$ cat src/rtl/cmpl_irq_pkg.sv
package cmpl_irq_pkg;

    localparam int CAUSE_W     = 3;
    localparam int MODE_W      = 16;
    localparam int VEC_W       = 8;
    localparam int WORD_W      = 16;
    localparam int IDX_W       = 3;
    localparam int GRP_INT_LSB = 7;
    localparam int GRP_RLD_LSB = 10;
    localparam int GRP_CHN_LSB = 13;

    // bit 0 end-of-process, bit 1 match, bit 2 terminal count
    typedef struct packed {
        logic tc;
        logic mc;
        logic eop;
    } cause_t;

    typedef struct packed {
        logic   pend;
        logic   sip;
        logic   nar;
        cause_t cause;
        logic   rl;
        logic   chn;
        logic   eop;
    } chan_st_t;

    function automatic logic [WORD_W-1:0] pack_word(
        input logic [IDX_W-1:0] idx,
        input chan_st_t         st,
        input logic [VEC_W-1:0] vec
    );
        return {idx, st.nar, st.cause.tc, st.cause.mc, st.cause.eop, st.sip, vec};
    endfunction

endpackage

$ cat src/rtl/cmpl_chan.sv
module cmpl_chan
    import cmpl_irq_pkg::*;
(
    input  logic                clk_i,
    input  logic                rst_ni,
    input  logic                cmpl_vld_i,
    input  logic [CAUSE_W-1:0]  cmpl_cause_i,
    input  logic [MODE_W-1:0]   mode_i,
    input  logic                ack_take_i,
    output chan_st_t            st_o
);

    chan_st_t st_d, st_q;
    cause_t   cin;
    logic [CAUSE_W-1:0] en_int, en_rld, en_chn;
    logic unused_mode_lo;

    assign cin    = cause_t'(cmpl_cause_i);
    assign en_int = mode_i[GRP_INT_LSB +: CAUSE_W];
    assign en_rld = mode_i[GRP_RLD_LSB +: CAUSE_W];
    assign en_chn = mode_i[GRP_CHN_LSB +: CAUSE_W];
    assign unused_mode_lo = ^mode_i[GRP_INT_LSB-1:0];

    always_comb begin
        st_d     = st_q;
        st_d.rl  = 1'b0;
        st_d.chn = 1'b0;
        st_d.eop = 1'b0;

        // acknowledge first: clear, or release the held-back event
        if (ack_take_i) begin
            st_d.pend = 1'b0;
            if (st_q.sip) begin
                st_d.sip  = 1'b0;
                st_d.pend = 1'b1;
                if (|(st_q.cause & en_rld)) begin
                    st_d.rl  = 1'b1;
                    st_d.nar = 1'b0;
                end
                st_d.chn = |(st_q.cause & en_chn);
            end
        end

        // completion, applied to the post-acknowledge state; refused while stalled
        if (cmpl_vld_i && !st_q.sip) begin
            st_d.cause = cin;
            st_d.nar   = 1'b1;
            st_d.eop   = 1'b1;
            if (|(cin & en_int)) begin
                if (st_d.pend) st_d.sip  = 1'b1;
                else           st_d.pend = 1'b1;
            end
            if (!st_d.sip) begin
                if (|(cin & en_rld)) begin
                    st_d.rl  = 1'b1;
                    st_d.nar = 1'b0;
                end
                st_d.chn = |(cin & en_chn);
            end
        end
    end

    always_ff @(posedge clk_i or negedge rst_ni) begin
        if (!rst_ni) st_q <= '0;
        else         st_q <= st_d;
    end

    assign st_o = st_q;

    assert_sip_needs_pend_R6: assert property (@(posedge clk_i) disable iff (!rst_ni)
        st_q.sip |-> st_q.pend);

    assert_no_strobe_on_stall_R6: assert property (@(posedge clk_i) disable iff (!rst_ni)
        $rose(st_q.sip) |-> !(st_q.rl || st_q.chn));

    assert_stall_refuses_R7: assert property (@(posedge clk_i) disable iff (!rst_ni)
        (st_q.sip && cmpl_vld_i) |=> ($stable(st_q.cause) && !st_q.eop));

    assert_reraise_R9: assert property (@(posedge clk_i) disable iff (!rst_ni)
        $fell(st_q.sip) |-> st_q.pend);

endmodule

$ cat src/rtl/cmpl_ack_sel.sv
module cmpl_ack_sel
    import cmpl_irq_pkg::*;
#(
    parameter int NCH = 2
) (
    input  logic [NCH-1:0]   req_i,
    output logic [NCH-1:0]   grant_o,
    output logic             any_o,
    output logic [IDX_W-1:0] idx_o
);

    always_comb begin
        grant_o = '0;
        any_o   = 1'b0;
        idx_o   = '0;
        for (int i = 0; i < NCH; i++) begin
            if (req_i[i] && !any_o) begin
                grant_o[i] = 1'b1;
                any_o      = 1'b1;
                idx_o      = IDX_W'(i);
            end
        end
    end

endmodule

$ cat src/rtl/cmpl_irq_ctrl.sv
module cmpl_irq_ctrl
    import cmpl_irq_pkg::*;
#(
    parameter int NCH = 2
) (
    input  logic                   clk_i,
    input  logic                   rst_ni,
    input  logic [NCH-1:0]         cmpl_vld_i,
    input  logic [NCH*CAUSE_W-1:0] cmpl_cause_i,
    input  logic [NCH*MODE_W-1:0]  mode_lo_i,
    input  logic [NCH-1:0]         int_en_i,
    input  logic [NCH*VEC_W-1:0]   vec_i,
    input  logic                   vec_off_i,
    input  logic                   ack_i,
    output logic                   irq_o,
    output logic [WORD_W-1:0]      ack_data_o,
    output logic                   eop_o,
    output logic [NCH-1:0]         reload_o,
    output logic [NCH-1:0]         chain_o,
    output logic [NCH-1:0]         stall_o
);

    chan_st_t           st   [NCH];
    logic [NCH-1:0]     pend, eop_v, grant, take;
    logic               any;
    logic [IDX_W-1:0]   idx;
    logic [WORD_W-1:0]  ack_d, ack_q;
    chan_st_t           sel_st;
    logic [VEC_W-1:0]   sel_vec;

    assign take = ack_i ? grant : '0;

    for (genvar c = 0; c < NCH; c++) begin : g_ch
        cmpl_chan u_chan (
            .clk_i        (clk_i),
            .rst_ni       (rst_ni),
            .cmpl_vld_i   (cmpl_vld_i[c]),
            .cmpl_cause_i (cmpl_cause_i[c*CAUSE_W +: CAUSE_W]),
            .mode_i       (mode_lo_i[c*MODE_W +: MODE_W]),
            .ack_take_i   (take[c]),
            .st_o         (st[c])
        );
        assign pend[c]     = st[c].pend;
        assign eop_v[c]    = st[c].eop;
        assign reload_o[c] = st[c].rl;
        assign chain_o[c]  = st[c].chn;
        assign stall_o[c]  = st[c].sip;
    end

    cmpl_ack_sel #(.NCH(NCH)) u_sel (
        .req_i   (pend & int_en_i),
        .grant_o (grant),
        .any_o   (any),
        .idx_o   (idx)
    );

    always_comb begin
        sel_st  = '0;
        sel_vec = '0;
        for (int i = 0; i < NCH; i++) begin
            if (grant[i]) begin
                sel_st  = st[i];
                sel_vec = vec_i[i*VEC_W +: VEC_W];
            end
        end
    end

    always_comb begin
        ack_d = ack_q;
        if (ack_i) begin
            if (any && !vec_off_i) ack_d = pack_word(idx, sel_st, sel_vec);
            else                   ack_d = '0;
        end
    end

    always_ff @(posedge clk_i or negedge rst_ni) begin
        if (!rst_ni) ack_q <= '0;
        else         ack_q <= ack_d;
    end

    assign ack_data_o = ack_q;
    assign irq_o      = |(pend & int_en_i);
    assign eop_o      = |eop_v;

    assert_ack_empty_R11: assert property (@(posedge clk_i) disable iff (!rst_ni)
        (ack_i && !irq_o) |=> (ack_data_o == '0));

    assert_vec_off_R10: assert property (@(posedge clk_i) disable iff (!rst_ni)
        (ack_i && vec_off_i) |=> (ack_data_o == '0));

    assert_eop_single_R1: assert property (@(posedge clk_i) disable iff (!rst_ni)
        (cmpl_vld_i == '0) |=> !eop_o);

    assert_ack_hold_R8: assert property (@(posedge clk_i) disable iff (!rst_ni)
        !ack_i |=> $stable(ack_data_o));

endmodule

$ cat config.mk
export PLATFORM = sky130hd
export DESIGN_NAME = cmpl_irq_ctrl
export DESIGN_NICKNAME = d
export VERILOG_FILES = /design/src/rtl/cmpl_irq_pkg.sv /design/src/rtl/cmpl_chan.sv /design/src/rtl/cmpl_ack_sel.sv /design/src/rtl/cmpl_irq_ctrl.sv
export SDC_FILE = /design/constraint.sdc
export NUM_CORES = 1
export LEC_CHECK = 0
export ABC_CLOCK_PERIOD_IN_PS = 1700
export BUFFER_PORTS_ARGS = -buffer_cell sky130_fd_sc_hd__buf_2
export CORE_AREA = 3 3 94 78
export DETAILED_ROUTE_END_ITERATION = 7
export DIE_AREA = 0 0 97 81
export PLACE_DENSITY_LB_ADDON = 0.2
export SYNTH_ARGS = -nofsm -noshare
export SYNTH_HDL_FRONTEND = slang
export SYNTH_SLANG_ARGS = --single-unit
$ cat constraint.sdc
create_clock -name clk_i -period 1.7 [get_ports clk_i]
set_input_delay 0.17 -clock clk_i [delete_from_list [all_inputs] [get_ports clk_i]]
set_output_delay 0.17 -clock clk_i [all_outputs]
set_load 0.1 [all_outputs]
==> Word level (Yosys, flattened, before mapping) <==
Index checks and enable logic that the tools add are counted.
{ "word_totals": {"mem_count": 0, "latchBits": 0, "ram_bits": 0, "register_bits": 34, "out_inout_bits": 24, "wordCells": 96, "rom_bits": 0} }
{ "op_classes": {"n_eq_ne": 0, "n_reduce_logical": 28, "addsub": 0, "div_mod_pow": 0, "n_mux": 38, "n_lt_le_gt_ge": 0, "shift": 0, "bitwise_logic": 11, "n_mul": 0} }
{ "ops": {"columns": ["operator", "n"], "rows": [
  ["8-bit two-way mux", 4],
  ["3-bit AND", 10],
  ["3-bit OR reduction", 10],
  ["2-bit two-way mux", 11],
  ["9-bit two-way mux", 2],
  ["1-bit two-way mux", 16],
  ["16-bit two-way mux", 1],
  ["3-bit two-way mux", 4],
  ["2-bit nonzero test", 6],
  ["3-bit AND reduction", 2],
  ["1-bit logical AND", 4],
  ["1-bit logical NOT", 4],
  ["2-bit OR reduction", 2],
  ["2-bit AND", 1]
]} }

==> Logic depth before layout (Yosys ltp) <==
Gate-level depths: netlist of the first run.
{ "logic_depth": {"ltp_word": 12, "mapped_depth": 5} }

==> Cells and area by module <==
Synthesis of the first run repeated with hierarchy kept, for this count alone.
{ "unflattened": {"hier_cells": 147, "hier_area_um2": 1624.1} }
{ "by_module_without_submodules": {"columns": ["module", "area_each_um2", "seq_area_each_um2", "cells_per_inst", "n_inst"], "rows": [
  ["cmpl_irq_ctrl", 789.5, 400.4, 78, 1],
  ["cmpl_chan", 394.1, 225.2, 31, 2],
  ["cmpl_ack_sel", 46.3, 0.0, 7, 1]
]} }

==> Worst setup path after synthesis of the first run <==
OpenSTA, ideal clock, no wires.
{ "synth_path": {"kind": "reg2reg", "start": "register g_ch[1].u_chan.st_q, in the netlist g_ch[1].u_chan.st_o[8]", "end": "register ack_q[10] (netlist: ack_data_o[10])", "arrival_time_ns": 1.807, "n_path_buf": 2, "path_stages_with_launch": 6, "setup_ns": 0.082, "slack_ns": -0.190, "synth_period_minus_slack_ns": 1.890, "path_cell_list": "dfrtp_1 buf_2 a22o_1 nand3_1 buf_2 o22ai_1"} }
{ "synth_via": {"elab_chain_cells": 5} }
{ "synth_rtl": {"columns": ["item", "line_no", "rtl"], "rows": [
  ["from (decl)", "cmpl_chan.sv:13", "chan_st_t st_d, st_q;"],
  ["from (signal assigned)", "cmpl_chan.sv:65", "else st_q <= st_d;"],
  ["2-bit AND *", "cmpl_irq_ctrl.sv:51", ".req_i (pend & int_en_i),"],
  ["1-bit logical AND *", "cmpl_ack_sel.sv:17", "if (req_i[i] && !any_o) begin"],
  ["1-bit two-way mux", "cmpl_ack_sel.sv:17", null],
  ["8-bit two-way mux or 1-bit logical AND (tied branches)", "cmpl_irq_ctrl.sv:61, cmpl_irq_ctrl.sv:71", null],
  ["16-bit two-way mux *", "cmpl_irq_ctrl.sv:71", "if (any && !vec_off_i) ack_d = pack_word(idx, sel_st, sel_vec);"],
  ["to (signal assigned)", "cmpl_irq_ctrl.sv:78", "else ack_q <= ack_d;"],
  ["to (decl)", "cmpl_irq_ctrl.sv:27", "logic [WORD_W-1:0] ack_d, ack_q;"]
]} }
Every way passes the cells marked *; elsewhere a longest branch is shown, timed or not.
A chain may end at the register's enable or synchronous reset.

==> Final worst setup path of the first run <==
{ "layout_path": {"start": "register g_ch[0].u_chan.st_q, in the netlist g_ch[0].u_chan.st_o[8]", "end": "register ack_q[0] (netlist: ack_data_o[0])"} }
{ "layout_via": {"elab_chain_cells": 7} }
{ "layout_rtl": {"columns": ["item", "line_no"], "rows": [
  ["from (decl)", "cmpl_chan.sv:13"],
  ["from (signal assigned)", "cmpl_chan.sv:65"],
  ["2-bit AND *", "cmpl_irq_ctrl.sv:51"],
  ["1-bit two-way mux *", "cmpl_ack_sel.sv:17"],
  ["1-bit logical NOT", "cmpl_ack_sel.sv:17"],
  ["1-bit logical AND", "cmpl_ack_sel.sv:17"],
  ["1-bit two-way mux", "cmpl_ack_sel.sv:17"],
  ["8-bit two-way mux or 1-bit logical AND (tied branches)", "cmpl_irq_ctrl.sv:61, cmpl_irq_ctrl.sv:71"],
  ["16-bit two-way mux *", "cmpl_irq_ctrl.sv:71"]
]} }
Marks and branches as above.

==> impl_metrics.json, run 1 <==
{
  "worstReg2RegStart": "g_ch[0].u_chan.st_o[8]$_DFF_PN0_",
  "ys_top_cells_by_count": "dfrtp_1 (32), inv_1 (17), nand2_1 (16)",
  "postRouteAntennaNets": 0,
  "grt.total_usage_pct": 12.0,
  "dp_hpwl_mm": 3.42,
  "synthToLayoutAreaGrowth_pct": 31.2,
  "relSlewSlack_pct": 51.1,
  "insertion_delay_ns": 0.28,
  "cts_buffer_depth": 2,
  "crit_arrival_ns": 1.62,
  "clk_pin_slew_ns": 0.06,
  "rsz0062_at_grt": "no",
  "dieArea_um2": 7860,
  "fin_crit_ns": 1.49,
  "drive_gt1_share_pct": 41.2,
  "setup-tns-final_ns": 0,
  "cts.sinks": 32,
  "fin_util_pct": 32.8,
  "setup_viol": 0,
  "outcome": "finished clean",
  "num_antenna_cells": 0,
  "ys.flop_type": "dfrtp_1",
  "worstHoldPathType": "in -> reg",
  "yosysSeqAreaShare_pct": 50.0,
  "drc": 0,
  "dr.first_iter.drc_count": 83,
  "crit_type": "reg -> reg",
  "yosysMostFrequentCell": "dfrtp_1",
  "cp-end-kind": "flip-flop",
  "fin_crit_sh_pct": 87.6,
  "yosysUniqueCellTypes": 33,
  "synth_edf_count": 0,
  "core_area_um2": 6410,
  "synth_top_area_cell": "dfrtp_1",
  "overflow": 0,
  "hold_start": "cmpl_cause_i[0]",
  "grt_first_pass_wirelength_mm": 7.44,
  "skew_ns": 0.00678,
  "first_global_vias": 1496,
  "h-tree-depth": 2,
  "dr.pass1.iters": 6,
  "numCtsBuffers": 5,
  "syn_avg_cell_area_um2": 10.4,
  "worst-path-max-fanout": 12,
  "synthCells": 154,
  "grt_max_degree": 33,
  "synth_top_cell_area_share_pct": 50.0,
  "die_h_um": 81,
  "critPathRequiredTime_ns": 1.83,
  "cts_tree": "yes",
  "max_freq_mhz": 672,
  "ios": 86,
  "rows": 26,
  "peakVddDrop_uv": 883,
  "die_w_um": 97,
  "use_met3_pct": 3.78,
  "postCtsSetupRepairBufs": 0,
  "tightest_slew_ns": 0.733,
  "grt_most_used_layer": "met2",
  "port_buffers": 69,
  "fin_nets": 283,
  "ys_ff_latch": 32,
  "critPathLaunchType": "flip-flop",
  "finalHoldViolations": 0,
  "grt_use_met2_pct": 18.3,
  "use_met1_pct": 16.2,
  "p_leak_nw": 1.02,
  "crit_start": "g_ch[0].u_chan.st_o[8]$_DFF_PN0_",
  "grt_antenna_before_repair": 0,
  "synth.cell_area_um2": 1600,
  "start_util_pct": 25.0,
  "async_reset_ff_share_pct": 100,
  "cts_resized": 0,
  "wl_per_cell_um": 14.9,
  "cap_violations": 0,
  "ys.warnings.count": 0,
  "vias": 1495,
  "globalplace.congestion": 0.764,
  "via_per_inst": 4.90,
  "synthTopCellsByArea": "dfrtp_1 (50%), a32oi_1 (6.6%), a222oi_1 (6.2%)",
  "slew_viol_final": 0,
  "cts_root_buf": "clkbuf_8",
  "powerDensity_nw_per_um2": 1730,
  "finalWirelength_mm": 4.54,
  "cts_hold_buf": 1
}
-- registers in the layout, indices dropped and copies added, names as in the netlist --
name / flops
ack_data_o: 14
g_ch.u_chan.st_o: 18
-- layer usage --
metal  vias to the layer above  share of wire (%)
met5                         -                  0
li1                        715                  -
met4                         0                1.3
met3                         8                7.8
met1                       706                 47
met2                        66                 44
-- critical path, cell delays in order (launching register included) --
cell     delay, ns
dfrtp_1       0.48
a22o_2        0.34
nand3_1       0.35
o22ai_1       0.17
-- worst paths after layout --
path                                                      end  slack [ns]  cells past startpoint
hold reg to reg                     ack_data_o[9]$_DFFE_PN0P_        0.52                      2
max in group asynchronous    g_ch[1].u_chan.st_o[0]$_DFF_PN0_        0.75                      2
min in group asynchronous          ack_data_o[13]$_DFFE_PN0P_        0.49                      2
setup reg to reg                    ack_data_o[0]$_DFFE_PN0P_        0.21                      3
hold / removal             g_ch[0].u_chan.st_o[3]$_DFFE_PN0P_        0.14                      3
setup / recovery                    ack_data_o[0]$_DFFE_PN0P_        0.21                      3
-- power breakdown --
part | internal (mW) | switching (mW)
registers | 0.991 | 0.204
clock network | 0.278 | 0.269
logic | 0.504 | 1.38
-- layout make-up --
cell class | count | area [um2]
Sequential cell | 32 | 801
Clock buffer | 6 | 72.6
Inverter | 17 | 63.8
Multi-Input combinational cell | 88 | 633
Clock inverter | 1 | 5.00
Fill cell | 691 | 4310
Timing Repair Buffer | 77 | 423
Tap cell | 84 | 105
-- stage by stage --
| step | hold WS (ns) | cells | cell area, um2 | power (mW) | setup WS [ns] |
|---|---|---|---|---|---|
| final | 0.144 | 305 | 2100 | 3.63 | 0.211 |
| after global routing | 0.146 | 305 | 2100 | 3.84 | 0.0705 |
| after detailed placement | 0.282 | 297 | 2020 | 3.11 | 0.179 |
| after floorplan | -0.126 | 155 | 1610 | 2.73 | 0.162 |
| after global placement | 0.285 | 297 | 2020 | 3.10 | 0.201 |
| after CTS | 0.130 | 305 | 2100 | 3.67 | 0.167 |
-- layout by cell type (no fill, tap or decap), types with 2 or more instances in the layout --
cell type | netlist | layout
clkbuf_8 | 0 | 5
nand4_1 | 2 | 2
inv_1 | 17 | 17
nand2_1 | 16 | 16
conb_1 | 1 | 2
buf_2 | 5 | 68
o32ai_1 | 2 | 2
nor2_1 | 2 | 2
buf_4 | 9 | 7
nand2b_1 | 2 | 2
o22ai_1 | 14 | 14
and2_1 | 2 | 2
or2_2 | 2 | 2
o21ai_0 | 3 | 3
o31a_1 | 2 | 2
mux2_2 | 3 | 3
a222oi_1 | 10 | 10
a2bb2oi_1 | 2 | 2
a32oi_1 | 12 | 12
dfrtp_1 | 32 | 32
-- kinds of logic (layout without fill, tap and decap cells) --
logic type	count (synthesis)	count (layout)	synth area share [%]
AO/OA/AOI/OAI	54	54	28.3
buffers and inverters	35	101	10.9
flip-flops	32	32	50.0
multiplexers	3	3	2.11
other	1	2	0.234
AND/OR/NAND/NOR	29	29	8.51
Note: power is estimated with default switching activity, not from simulation.
==> run 2, diff against run 1 <==
CORE_AREA = 3 3 72 60   (was 3 3 94 78)
DIE_AREA = 0 0 75 63   (was 0 0 97 81)
==> run 2 against run 1 <==
  * Clock power is 5.5% higher
  * First-iteration DRC count is 12% higher
  * Clock-buffer cell count stayed put
  * Combinational power hardly changed
  * Hold slack better by 0.0013 ns
  * Wire length is 8.7% lower
  * Non-clock buffer count is 4 lower
  * Critical path type unchanged
  * Largest cell class unchanged
  * Highest routed layer unchanged
==> impl_metrics.json, run 2 (same netlist as run 1, synthesis figures left out) <==
{
  "outcome": "finished clean",
  "cts_tree": "yes",
  "largest_register_ffs": 18,
  "cap_violations": 0,
  "comb_power_share_pct": 51.4,
  "fin_crit_sh_pct": 84.4,
  "port_buffers": 69,
  "skew_ns": 0.00618,
  "critPathTopFamily": "compound AO/OA/AOI/OAI gates",
  "switching_share_pct": 50.5,
  "die_h_um": 63,
  "grt_antenna_before_repair": 0,
  "insertion_delay_ns": 0.27,
  "setup_viol": 0,
  "tightest_slew_ns": 0.713,
  "core_area_um2": 3730,
  "max_freq_mhz": 697,
  "hold_depth": 3,
  "netSwitchingPower_mw": 1.84,
  "p_leak_nw": 1.01,
  "dp_hpwl_mm": 3.12,
  "cts_buffer_depth": 2,
  "fin_crit_ns": 1.43,
  "finalHoldViolations": 0,
  "finalWirelength_mm": 4.14,
  "first_global_vias": 1487,
  "crit_chain": "a22o_2 -> nand3_1 -> o22ai_1",
  "overflow": 0,
  "seq_power_share_pct": 32.7,
  "mostFrequentLayoutCells": "buf_2 (68), dfrtp_1 (32), inv_1 (17), nand2_1 (16), o22ai_1 (14)",
  "cp_num_cells": 3,
  "relSlewSlack_pct": 52.5,
  "num_antenna_cells": 0,
  "postRouteAntennaNets": 0,
  "peakVddDrop_uv": 868,
  "rsz0062_at_grt": "no",
  "synthToLayoutAreaGrowth_pct": 27.2,
  "globalplace.congestion": 0.789,
  "cp-end-kind": "flip-flop",
  "h-tree-depth": 2,
  "wl_per_cell_um": 15.8,
  "dr.first_iter.drc_count": 93,
  "dieArea_um2": 4730,
  "worst-path-max-fanout": 12,
  "grt.total_usage_pct": 18.2,
  "p_int_mw": 1.80,
  "clk_pin_slew_ns": 0.06,
  "setup_ws_ns": 0.265,
  "rr_worst_depth": 3,
  "grt_first_pass_wirelength_mm": 6.62,
  "cts_root_buf": "clkbuf_8",
  "worstHoldPathType": "in -> reg",
  "numCtsBuffers": 5,
  "crit_arrival_ns": 1.56,
  "critical_path.slowest_cell": "dfrtp_1",
  "layout_commonest_cell": "buf_2",
  "critPathRequiredTime_ns": 1.82,
  "die_w_um": 75,
  "powerDensity_nw_per_um2": 1790,
  "ios": 86,
  "postCtsSetupRepairBufs": 0,
  "vias": 1500,
  "dr.pass1.iters": 4,
  "place_ws_ns": 0.257,
  "drc": 0,
  "clockPowerShare_pct": 15.8,
  "critPathMaxStageDelay_ns": 0.45,
  "slew_viol_final": 0,
  "path_buf_inv": 0,
  "drive_gt1_share_pct": 40.8,
  "via_per_inst": 5.73,
  "critPathLaunchType": "flip-flop",
  "setup-tns-final_ns": 0,
  "start_util_pct": 43.0,
  "grt_max_degree": 33,
  "crit_type": "reg -> reg",
  "rows": 20,
  "fillers": 356,
  "fin_nets": 279,
  "cts.sinks": 32
}
[run 2: cell count changes in the layout (fill, tap and decap cells not counted), sizes merged]
cell | before | now
buf | 76 | 72
clkinv | 1 | 2
[run 2: worst reg2reg max path, stage by stage, from the launching register on]
cell and delay, ns:
dfrtp_1 0.45, a22o_2 0.33, nand3_1 0.34, o22ai_1 0.17
[run 2: path summary, 6_finish.rpt]
| path | startpoint | slack (ns) | end |
|---|---|---|---|
| max reg2reg | g_ch[0].u_chan.st_o[8]$_DFF_PN0_ | 0.27 | ack_data_o[7]$_DFFE_PN0P_ |
| max in group asynchronous | rst_ni | 0.75 | g_ch[1].u_chan.st_o[0]$_DFF_PN0_ |
| min | cmpl_cause_i[0] | 0.15 | g_ch[0].u_chan.st_o[3]$_DFFE_PN0P_ |
| min reg2reg | ack_data_o[12]$_DFFE_PN0P_ | 0.52 | ack_data_o[12]$_DFFE_PN0P_ |
| min in group asynchronous | rst_ni | 0.49 | ack_data_o[5]$_DFFE_PN0P_ |
| max | g_ch[0].u_chan.st_o[8]$_DFF_PN0_ | 0.27 | ack_data_o[7]$_DFFE_PN0P_ |
[run 2: cell type report]
type	count	area (um2)	area share [%]
Sequential cell	32	801	39.3
Inverter	17	63.8	3.13
Clock inverter	2	10.0	0.491
Tap cell	44	55.1	2.70
Multi-Input combinational cell	88	633	31.1
Timing Repair Buffer	73	393	19.3
Clock buffer	6	82.6	4.05
[run 2: per-layer routing]
layer  part of all wire, %  global-route usage (%)  vias to the layer above  routed length [um]
met5                     0                       0                        -                   0
met4                  0.46                    4.67                        0                  19
met3                   8.2                    5.14                        2                 339
met2                    49                    30.4                       65                2050
met1                    42                    22.7                      724                1730
li1                      -                       -                      709                   -
[run 2: what timing repair did]
action,4_1_cts,5_1_grt
hold endpoints to repair,32,0
resized for setup,0,0
hold buffers,1,0
[run 2: through the flow]
| stage | instances | total power, mW | area (um2) | utilization, % | hold WS, ns |
|---|---|---|---|---|---|
| 3_5_place_dp | 253 | 3.08 | 1940 | 51.9 | 0.265 |
| 3_3_place_gp | 253 | 3.02 | 1940 | 51.9 | 0.251 |
| 5_1_grt | 262 | 3.85 | 2040 | 54.7 | 0.145 |
| 6_report | 262 | 3.65 | 2040 | 54.7 | 0.145 |
| 4_1_cts | 262 | 3.68 | 2040 | 54.7 | 0.133 |
| 2_1_floorplan | 155 | 2.73 | 1610 | - | -0.126 |
[run 2: power groups by stage]
stage | registers [mW] | logic (mW) | clock network (mW)
floorplan | 1.49 | 1.24 | 0
global placement | 1.19 | 1.83 | 0
detailed placement | 1.20 | 1.87 | 0
CTS | 1.19 | 1.88 | 0.606
global route | 1.23 | 1.98 | 0.643
finish | 1.19 | 1.87 | 0.577
==> run 3, diff against run 2 <==
ABC_CLOCK_PERIOD_IN_PS = 1300   (was 1700)
CORE_AREA = 3 3 75 63   (was 3 3 72 60)
DIE_AREA = 0 0 78 66   (was 0 0 75 63)
clock period = 1.3 ns   (was 1.7 ns; I/O delays follow)
==> run 3 against run 2 <==
  * Clock power up 25%
  * Non-clock buffer count up 17
  * Global-route usage down 0.77 points
  * Hold slack worse by 0.055 ns
  * Largest power group unchanged
  * Die area up 9.0%
  * Wire length up 3.6%
  * Design area up 11%
==> impl_metrics.json, run 3 (same netlist as run 1, synthesis figures left out) <==
{
  "outcome": "finished clean",
  "clk_pin_slew_ns": 0.06,
  "grt.total_usage_pct": 17.4,
  "vias": 1535,
  "cts_buffer_depth": 2,
  "rsz0062_at_grt": "yes",
  "seq_power_share_pct": 29.4,
  "critPathMaxStageDelay_ns": 0.43,
  "critPathLaunchType": "flip-flop",
  "peakVddDrop_uv": 1380,
  "setup-tns-final_ns": 0,
  "mostFrequentLayoutCells": "buf_2 (65), dfrtp_1 (30), inv_1 (17), buf_4 (17), nand2_1 (16)",
  "powerDensity_nw_per_um2": 2300,
  "whs_endpoint": "g_ch[0].u_chan.st_o[5]$_DFFE_PN0P_",
  "worstHoldPathType": "in -> reg",
  "via_per_inst": 5.27,
  "worstReg2RegStart": "g_ch[0].u_chan.st_o[8]$_DFF_PN0_",
  "wl_per_cell_um": 14.7,
  "comb_power_share_pct": 56.7,
  "finalHoldViolations": 0,
  "dieArea_um2": 5150,
  "start_util_pct": 39.1,
  "critPathTopFamily": "flip-flops",
  "p_leak_nw": 1.11,
  "crit_arrival_ns": 1.17,
  "cp-end-kind": "output port",
  "cts_root_buf": "clkbuf_8",
  "seq_area_um2": 803,
  "ios": 86,
  "first_global_vias": 1469,
  "multi_input_area_um2": 662,
  "worst-path-max-fanout": 4,
  "netSwitchingPower_mw": 2.52,
  "grt_max_degree": 20,
  "drc": 0,
  "p_total_mw": 5.19,
  "dr.pass1.iters": 5,
  "die_h_um": 66,
  "p_int_mw": 2.67,
  "path_buf_inv": 1,
  "synthToLayoutAreaGrowth_pct": 40.7,
  "crit_chain": "a22o_4 -> buf_12",
  "drive_gt1_share_pct": 47.0,
  "r2r_end": "g_ch[1].u_chan.st_o[6]$_DFFE_PN0P_",
  "slew_viol_final": 0,
  "cts.sinks": 32,
  "dr.first_iter.drc_count": 155,
  "hold_depth": 3,
  "port_buffers": 69,
  "h-tree-depth": 2,
  "cts_tree": "yes",
  "globalplace.congestion": 0.782,
  "dp_hpwl_mm": 3.17,
  "num_antenna_cells": 0,
  "critPathRequiredTime_ns": 1.17,
  "cap_violations": 0,
  "largest_register_ffs": 18,
  "reg2reg_slack_ns": 0.03,
  "rr_worst_depth": 3,
  "switching_share_pct": 48.6,
  "max_freq_mhz": 771,
  "grt_first_pass_wirelength_mm": 6.98,
  "overflow": 0,
  "setup_viol": 0,
  "critical_path.slowest_cell": "dfrtp_2",
  "die_w_um": 78,
  "fin_util_pct": 55.0,
  "fin_crit_sh_pct": 99.8,
  "rows": 21,
  "crit_type": "reg -> out",
  "fin_nets": 296,
  "fin_crit_ns": 1.30,
  "insertion_delay_ns": 0.29,
  "grt_antenna_before_repair": 0,
  "skew_ns": 0.00501,
  "fillers": 397,
  "core_area_um2": 4100,
  "finalWirelength_mm": 4.29,
  "postRouteAntennaNets": 0,
  "layout_commonest_cell": "buf_2",
  "numCtsBuffers": 5,
  "clockPowerShare_pct": 13.9,
  "hold_start": "cmpl_cause_i[2]"
}
==> run 3: cell count changes in the layout (fill, tap and decap cells not counted), sizes merged <==
cell / change
buf: +17
clkinv: -1
==> run 3: power by group through the flow <==
| stage | combinational [mW] | sequential, mW | clock [mW] |
|---|---|---|---|
| detailed placement | 2.75 | 1.56 | 0 |
| global placement | 2.72 | 1.56 | 0 |
| CTS | 2.82 | 1.53 | 0.739 |
| floorplan | 1.64 | 1.96 | 0 |
| global route | 3.11 | 1.57 | 0.780 |
| finish | 2.94 | 1.53 | 0.723 |
==> run 3: layout make-up <==
class,count,share of cell area [%]
clock inverters,1,0.222
flip-flops and latches,32,35.6
repair buffers,90,25.6
inverters,17,2.83
clock buffers,6,3.22
multi-input cells,88,29.4
well taps,57,3.16
==> run 3: timing repair <==
action                     4_1_cts  5_1_grt
pin swaps                        1        3
hold endpoints to repair        13        0
hold buffers                     1        0
setup endpoints to repair        2       16
buffers inserted                 1        4
gates cloned                     0        0
resized for setup                3        6
==> run 3: layer usage <==
layer,up-vias,track usage [%],wire length [um]
met1,728,24.7,1990
met3,5,4.63,344
met2,63,25.6,1920
met4,0,6.11,36
met5,-,0,0
li1,739,-,-
==> run 3: how the worst max path moves through the flow <==
stage                                             startpoint                                 end  cells after the start
after floorplan                   ack_data_o[13]$_DFFE_PN0P_          ack_data_o[13]$_DFFE_PN0P_                      2
after CTS                   g_ch[0].u_chan.st_o[8]$_DFF_PN0_                               irq_o                      2
after detailed placement    g_ch[0].u_chan.st_o[8]$_DFF_PN0_  g_ch[1].u_chan.st_o[6]$_DFFE_PN0P_                      3
after global placement      g_ch[0].u_chan.st_o[8]$_DFF_PN0_  g_ch[1].u_chan.st_o[6]$_DFFE_PN0P_                      3
after global routing      g_ch[0].u_chan.st_o[3]$_DFFE_PN0P_  g_ch[0].u_chan.st_o[6]$_DFFE_PN0P_                      3
final                       g_ch[0].u_chan.st_o[8]$_DFF_PN0_                               irq_o                      2
==> run 3: through the flow <==
step	worst slack [ns]	hold slack (ns)	cell area, um2	std cells
2_1_floorplan	0.00128	-0.166	1630	155
3_3_place_gp	0.0582	0.0525	2100	278
3_5_place_dp	0.0224	0.0541	2100	278
4_1_cts	-0.0117	0.0825	2200	287
5_1_grt	-0.0280	0.117	2250	291
6_report	0.00309	0.0906	2250	291
==> run 3: worst min-delay path, delay by kind of cell <==
family | cells | cell delay (ns)
buffers and inverters | 1 | 0.11
and+or+nand+nor | 2 | 0.10
